[config.mk]
export PLATFORM = sky130hd
export DESIGN_NAME = dbell_seq
export DESIGN_NICKNAME = d
export VERILOG_FILES = /design/src/rtl/dbs_pkg.sv /design/src/rtl/dbs_credit.sv /design/src/rtl/dbs_wdog.sv /design/src/rtl/dbs_fsm.sv /design/src/rtl/dbell_seq.sv
export SDC_FILE = /design/constraint.sdc
export NUM_CORES = 1
export LEC_CHECK = 0
export ABC_AREA = 1
export ABC_CLOCK_PERIOD_IN_PS = 4100
export BUFFER_PORTS_ARGS = -buffer_cell sky130_fd_sc_hd__buf_2
export CORE_ASPECT_RATIO = 1.5
export CORE_UTILIZATION = 52
export DETAILED_ROUTE_END_ITERATION = 16
export PLACE_DENSITY = 0.84
export SLEW_MARGIN = 30
export SYNTH_ARGS = -nofsm -noshare
export SYNTH_HDL_FRONTEND = slang
export SYNTH_SLANG_ARGS = --single-unit
[constraint.sdc]
create_clock -name clk -period 4.1 [get_ports clk]
set_clock_uncertainty 0.05 [all_clocks]
set_input_delay 0.615 -clock clk [delete_from_list [all_inputs] [get_ports clk]]
set_output_delay 0.615 -clock clk [all_outputs]
set_load 0.01 [all_outputs]
[src/rtl/dbs_pkg.sv]
package dbs_pkg;
   // Three-bit binary encoding; codes 4..7 are illegal and trapped.
   typedef enum logic [2:0] {
      ST_IDLE  = 3'd0,
      ST_FETCH = 3'd1,
      ST_STALL = 3'd2,
      ST_EXEC  = 3'd3
   } seq_state_e;
endpackage

[src/rtl/dbs_credit.sv]
module dbs_credit #(
   parameter int CNT_W = 8
) (
   input  logic             clk,
   input  logic             rst_n,
   input  logic             wr,
   input  logic [CNT_W-1:0] wdata,
   input  logic             dec,
   output logic [CNT_W-1:0] count,
   output logic             count_pos
);
   localparam logic [CNT_W-1:0] ONE  = CNT_W'(1);
   localparam logic [CNT_W-1:0] ZERO = '0;

   logic [CNT_W-1:0] count_q;
   logic [CNT_W-1:0] add_v;
   logic [CNT_W-1:0] sub_v;

   assign add_v = wr  ? wdata : ZERO;
   assign sub_v = dec ? ONE   : ZERO;

   always_ff @(posedge clk) begin
      if (!rst_n) count_q <= ZERO;
      else        count_q <= count_q + add_v - sub_v;
   end

   assign count     = count_q;
   assign count_pos = !count_q[CNT_W-1] && (|count_q);

   AST_CREDIT_DEC: assert property (@(posedge clk) disable iff (!rst_n)
      (dec && !wr) |=> (count_q == $past(count_q) - ONE));
   AST_CREDIT_HOLD: assert property (@(posedge clk) disable iff (!rst_n)
      (!dec && !wr) |=> $stable(count_q));
endmodule

[src/rtl/dbs_wdog.sv]
module dbs_wdog #(
   parameter int LIMIT = 16
) (
   input  logic clk,
   input  logic rst_n,
   input  logic busy,
   input  logic done,
   output logic expire
);
   generate
      if (LIMIT > 0) begin : g_on
         localparam int CW = (LIMIT > 2) ? $clog2(LIMIT) : 1;
         localparam logic [CW-1:0] LAST = CW'(LIMIT - 1);
         logic [CW-1:0] cnt_q;

         always_ff @(posedge clk) begin
            if (!rst_n || !busy) cnt_q <= '0;
            else if (cnt_q != LAST) cnt_q <= cnt_q + CW'(1);
         end

         assign expire = busy && !done && (cnt_q == LAST);

         AST_WDOG_IDLE_CLEAR: assert property (@(posedge clk) disable iff (!rst_n)
            !busy |=> (cnt_q == '0));
      end else begin : g_off
         assign expire = 1'b0;
      end
   endgenerate
endmodule

[src/rtl/dbs_fsm.sv]
module dbs_fsm
   import dbs_pkg::*;
(
   input  logic clk,
   input  logic rst_n,
   input  logic cmd_valid,
   input  logic is_acq,
   input  logic count_pos,
   input  logic exe_dis,
   input  logic exec_done,
   input  logic wdog_expire,
   output logic cmd_ready,
   output logic stalled,
   output logic exec_busy,
   output logic idle_st,
   output logic bad_state
);
   seq_state_e state_q, state_d;
   logic       bad_q, bad_d;
   logic       legal;

   always_comb begin
      state_d   = state_q;
      bad_d     = bad_q;
      cmd_ready = 1'b0;
      legal     = 1'b1;
      case (state_q)
         ST_IDLE:  if (cmd_valid && !exe_dis) state_d = ST_FETCH;
         ST_FETCH: begin
            if (!cmd_valid)               state_d = ST_IDLE;
            else if (is_acq && !count_pos) state_d = ST_STALL;
            else begin
               cmd_ready = 1'b1;
               state_d   = ST_EXEC;
            end
         end
         ST_STALL: if (count_pos) state_d = ST_FETCH;
         ST_EXEC:  if (exec_done || wdog_expire) state_d = ST_FETCH;
         default: begin
            legal   = 1'b0;
            state_d = ST_IDLE;
            bad_d   = 1'b1;
         end
      endcase
   end

   always_ff @(posedge clk) begin
      if (!rst_n) begin
         state_q <= ST_IDLE;
         bad_q   <= 1'b0;
      end else begin
         state_q <= state_d;
         bad_q   <= bad_d;
      end
   end

   assign stalled   = (state_q == ST_STALL);
   assign exec_busy = (state_q == ST_EXEC);
   assign idle_st   = (state_q == ST_IDLE);
   assign bad_state = bad_q;

   AST_STALL_HOLD: assert property (@(posedge clk) disable iff (!rst_n)
      (state_q == ST_STALL && !count_pos) |=> (state_q == ST_STALL));
   AST_DIS_NO_START: assert property (@(posedge clk) disable iff (!rst_n)
      (state_q == ST_IDLE && exe_dis) |=> (state_q == ST_IDLE));
   AST_BAD_FLAG: assert property (@(posedge clk) disable iff (!rst_n)
      !legal |=> bad_q);
   AST_EXEC_HOLD: assert property (@(posedge clk) disable iff (!rst_n)
      (state_q == ST_EXEC && !exec_done && !wdog_expire) |=> (state_q == ST_EXEC));
endmodule

[src/rtl/dbell_seq.sv]
module dbell_seq #(
   parameter int              OP_W       = 8,
   parameter int              CNT_W      = 8,
   parameter int              WDOG_LIMIT = 16,
   parameter logic [OP_W-1:0] ACQ_OP     = 8'h5A
) (
   input  logic             clk,
   input  logic             rst_n,
   input  logic             cmd_valid,
   input  logic [OP_W-1:0]  cmd_op,
   output logic             cmd_ready,
   input  logic             exe_dis,
   input  logic             db_wr,
   input  logic [CNT_W-1:0] db_wdata,
   output logic [CNT_W-1:0] db_count,
   output logic             exec_start,
   output logic [OP_W-1:0]  exec_op,
   input  logic             exec_done,
   output logic             idle,
   output logic             stalled,
   output logic             wdog_expire,
   output logic             bad_state
);
   logic is_acq, take, spend, count_pos, exec_busy, idle_st;

   assign is_acq = (cmd_op == ACQ_OP);
   assign take   = cmd_valid && cmd_ready;
   assign spend  = take && is_acq;

   dbs_credit #(.CNT_W(CNT_W)) u_credit (
      .clk(clk), .rst_n(rst_n), .wr(db_wr), .wdata(db_wdata),
      .dec(spend), .count(db_count), .count_pos(count_pos)
   );

   dbs_wdog #(.LIMIT(WDOG_LIMIT)) u_wdog (
      .clk(clk), .rst_n(rst_n), .busy(exec_busy), .done(exec_done),
      .expire(wdog_expire)
   );

   dbs_fsm u_fsm (
      .clk(clk), .rst_n(rst_n), .cmd_valid(cmd_valid), .is_acq(is_acq),
      .count_pos(count_pos), .exe_dis(exe_dis), .exec_done(exec_done),
      .wdog_expire(wdog_expire), .cmd_ready(cmd_ready), .stalled(stalled),
      .exec_busy(exec_busy), .idle_st(idle_st), .bad_state(bad_state)
   );

   assign exec_start = take;
   assign exec_op    = cmd_op;
   assign idle       = idle_st && !cmd_valid;

   AST_ACQ_NEEDS_CREDIT: assert property (@(posedge clk) disable iff (!rst_n)
      spend |-> (!db_count[CNT_W-1] && (|db_count)));
   AST_WDOG_QUIET_STALL: assert property (@(posedge clk) disable iff (!rst_n)
      stalled |-> !wdog_expire);
   AST_WDOG_PULSE: assert property (@(posedge clk) disable iff (!rst_n)
      wdog_expire |=> !wdog_expire);
   AST_IDLE_EMPTY: assert property (@(posedge clk) disable iff (!rst_n)
      idle |-> (!exec_busy && !stalled));
endmodule

==> metrics <==
share of flip-flops with an asynchronous set or reset 0%; Period minus WS final ~2.6 ns; mean instance size in the synthesized netlist 6.86 um2; Clk Latency, worst-skew pair between 0.2 and 0.3 ns; CP max-delay cell sky130_fd_sc_hd__fa_1; post-route cell area 1370 um2; Synth cell types 29; Initial Utilization 56.8%; most frequent cell on the critical path sky130_fd_sc_hd__inv_1; type of the worst setup path in -> reg; max-cap viol count 0; pin count of the biggest net entering global routing 12; peak supply drop around 0.3 mV; Bufs on Longest Clock Path 2; slew of the pin with the lowest slew margin 0.259 ns; number of filler cells placed in the layout 192; CTS clk-pin slew, worst paths 0.09 ns; TritonCTS clock tree yes; master cell of the clock root buffer sky130_fd_sc_hd__clkbuf_4; post-route core utilization 66.0%; antenna violation net count after detailed routing 0; pwr/cell area 515 nW/um2; top flip-flop cell by instance count after synthesis sky130_fd_sc_hd__dfxtp_1; Leakage Power 0.819 nW; Tot GR Track Use 23.0%; sequence of cells on the critical path buf_2, nor2_1, nand3_1, nor2_1, nand2_1, nand2_1, inv_1, nand2_1, inv_1, ha_1, inv_1, ha_1, inv_1, fa_1, inv_1, nand3_1, nand2_1, a31oi_1, nor2_1, nor2_1; number of resized instances in the post-cts repair step 0; Synth area leader sky130_fd_sc_hd__dfxtp_1; Worst Path Max Fanout 3; Congestion Overflow GR 0; logic depth of the worst register-to-register path 19; number of clock buffers inserted by TritonCTS 3; post-synthesis to final-layout area growth 16.1%; via count of the first global-routing pass approximately 1.0k; final slew viol count 0; Setup-failing EPs final 0; number of detailed-route iterations in the first pass 2; chip width 40.9 um; status finished, final reports clean; average vias per placed instance about 5; number of enable-type register cells in the synthesized netlist 0; Synthesized Nets 210; number of diodes added for antenna fixing 0; Crit path buffers/inverters 6; post-layout net count ~250; aggregate routed wire length approximately 2400 um; sequential fraction of the synthesis area between 20% and 30%; total number of vias 1147; class of the tightest hold or removal check reg -> reg; headroom to the max-slew limit 82.6%; cell area after synthesis 1180 um2; area post-placement 1340 um2; Synth top area share about 25%; vertical die dimension ~60 um; detailed-route wire length per cell 10.5 um; Stages on worst setup path 20; register area around 300 um2; Initial DRC Count 6; area inside the core boundary 2080 um2; Yosys reg bits 15; smallest hold slack 0.401 ns; synthesized instance count 172; Port Buf Inserts 43; die area ~2500 um2; final period utilization ~64%; max incr delay on CP approximately 0.36 ns; kind of launch point of the worst setup path input pin; first-pass GRT wire length a little under 4000 um; # H-tree levels 1; number of antenna violations at the first check in global routing 0; f_max 0.380 GHz; number of placement rows 20; Worst Path Required 4.24 ns; routability-driven placement congestion ratio approximately 0.75; CP delay by family, top simple AND/OR/NAND/NOR gates; number of buffers inserted by post-CTS setup repair 0; Yosys warnings 0; unrepaired setup endpoints after global routing no; final total negative setup slack 0 ns; area used by multi-input combinational logic 643 um2; data arrival at the endpoint of the critical path 2.77 ns; # IOs 44; cells taking the most area after synthesis sky130_fd_sc_hd__dfxtp_1, sky130_fd_sc_hd__ha_1, sky130_fd_sc_hd__inv_1; HPWL after detailed placement ~2000 um; fraction of layout instances using a drive strength above 1 26.3%; count of hold-fix buffers inserted at cts 0; hold violation count in the final report 0; Worst Hold Path Cells 2; type of element capturing the critical path flop; drc violations 0; clk sinks 15
final timing paths:
kind                                   startpoint                 to  slack (ns)
worst max-delay path                    cmd_op[0]  u_credit.count[6]        1.47
worst min-delay path              u_fsm.bad_state    u_fsm.bad_state        0.40
worst max register to register  u_credit.count[4]  u_credit.count[6]        1.51
worst min register to register    u_fsm.bad_state    u_fsm.bad_state        0.40
state kept, by name (all words and copies together) (netlist names):
name and flops:
u_credit.count 8, u_fsm.bad_state 1, u_fsm.state_q 2, u_wdog.g_on.cnt_q 4
metrics by stage:
stage               power [mW]  cells  setup WS (ns)
floorplan                0.520    172           1.45
global placement         0.606    227           1.29
detailed placement       0.625    227           1.16
CTS                      0.713    231           1.47
global route             0.790    231           1.16
finish                   0.706    231           1.47
cells by family (layout without fill, tap and decap cells):
| logic type | after synthesis | in the layout | share of synthesized area [%] |
|---|---|---|---|
| AOI/OAI and AO/OA | 22 | 22 | 11.5 |
| DFF | 15 | 15 | 25.5 |
| adders and majority gates | 16 | 16 | 17.6 |
| buffers and inverters | 52 | 89 | 20.0 |
| and+or+nand+nor | 64 | 64 | 23.2 |
| xor gates and xnor gates | 3 | 3 | 2.23 |
layout by cell type, fill, tap and decap left out:
cell | Yosys | final
sky130_fd_sc_hd__o21bai_1 | 1 | 1
sky130_fd_sc_hd__inv_1 | 40 | 40
sky130_fd_sc_hd__a31oi_1 | 1 | 1
sky130_fd_sc_hd__clkbuf_4 | 0 | 3
sky130_fd_sc_hd__o21a_1 | 1 | 1
sky130_fd_sc_hd__a21oi_2 | 2 | 2
sky130_fd_sc_hd__nand3_1 | 9 | 9
sky130_fd_sc_hd__a21oi_1 | 9 | 9
sky130_fd_sc_hd__o211ai_1 | 1 | 1
sky130_fd_sc_hd__clkbuf_1 | 0 | 1
sky130_fd_sc_hd__o21ai_1 | 1 | 1
sky130_fd_sc_hd__or2_2 | 1 | 1
sky130_fd_sc_hd__nand2_2 | 1 | 1
sky130_fd_sc_hd__buf_2 | 1 | 43
sky130_fd_sc_hd__nand3_2 | 1 | 1
sky130_fd_sc_hd__nor4_1 | 1 | 1
sky130_fd_sc_hd__nor3_1 | 2 | 2
sky130_fd_sc_hd__o21ai_0 | 3 | 3
sky130_fd_sc_hd__xnor2_1 | 2 | 2
sky130_fd_sc_hd__inv_2 | 2 | 2
sky130_fd_sc_hd__fa_1 | 1 | 1
sky130_fd_sc_hd__xor2_1 | 1 | 1
sky130_fd_sc_hd__ha_1 | 15 | 15
sky130_fd_sc_hd__a211oi_1 | 2 | 2
sky130_fd_sc_hd__nor3_2 | 1 | 1
sky130_fd_sc_hd__o21ai_2 | 1 | 1
sky130_fd_sc_hd__nand2_1 | 34 | 34
sky130_fd_sc_hd__dfxtp_1 | 15 | 15
sky130_fd_sc_hd__nor2_1 | 14 | 14
power by group:
group,total (mW),internal [mW],switching [mW]
clock,0.0843,0.0378,0.0465
sequential,0.202,0.178,0.0238
combinational,0.420,0.170,0.250
layout make-up:
cell class              count  share of cell area, %
flip-flops and latches     15                   21.9
well taps                  22                   2.01
clock buffers               4                   1.92
multi-input cells         105                   46.9
inverters                  42                   11.5
repair buffers             43                   15.7
worst register-to-register path, cell delays in order, from the launching register on:
cell and delay, ns:
sky130_fd_sc_hd__dfxtp_1 0.34, sky130_fd_sc_hd__nor2_1 0.11, sky130_fd_sc_hd__nand2_1 0.09, sky130_fd_sc_hd__o21ai_2 0.16
sky130_fd_sc_hd__nand2_1 0.07, sky130_fd_sc_hd__nand2_1 0.09, sky130_fd_sc_hd__inv_1 0.05, sky130_fd_sc_hd__nand2_1 0.05
sky130_fd_sc_hd__inv_1 0.04, sky130_fd_sc_hd__ha_1 0.27, sky130_fd_sc_hd__inv_1 0.06, sky130_fd_sc_hd__ha_1 0.15
sky130_fd_sc_hd__inv_1 0.06, sky130_fd_sc_hd__fa_1 0.36, sky130_fd_sc_hd__inv_1 0.11, sky130_fd_sc_hd__nand3_1 0.07
sky130_fd_sc_hd__nand2_1 0.11, sky130_fd_sc_hd__a31oi_1 0.11, sky130_fd_sc_hd__nor2_1 0.10, sky130_fd_sc_hd__nor2_1 0.05
synthesized netlist by cell type, types with 2 or more instances:
cell type / instances
sky130_fd_sc_hd__ha_1: 15
sky130_fd_sc_hd__nor3_1: 2
sky130_fd_sc_hd__dfxtp_1: 15
sky130_fd_sc_hd__nand3_1: 9
sky130_fd_sc_hd__inv_1: 40
sky130_fd_sc_hd__buf_4: 8
sky130_fd_sc_hd__a211oi_1: 2
sky130_fd_sc_hd__o21ai_0: 3
sky130_fd_sc_hd__a21oi_1: 9
sky130_fd_sc_hd__nor2_1: 14
sky130_fd_sc_hd__a21oi_2: 2
sky130_fd_sc_hd__nand2_1: 34
sky130_fd_sc_hd__xnor2_1: 2
sky130_fd_sc_hd__inv_2: 2
layer usage:
layer | GRT usage (%) | wire length, um | vias to the layer above
met5 | 0 | 0 | -
met4 | 11.0 | 55 | 0
met3 | 5.13 | 86 | 7
met2 | 43.8 | 1390 | 26
met1 | 20.9 | 899 | 516
li1 | - | - | 598
Power figures use the tool's default switching activity.
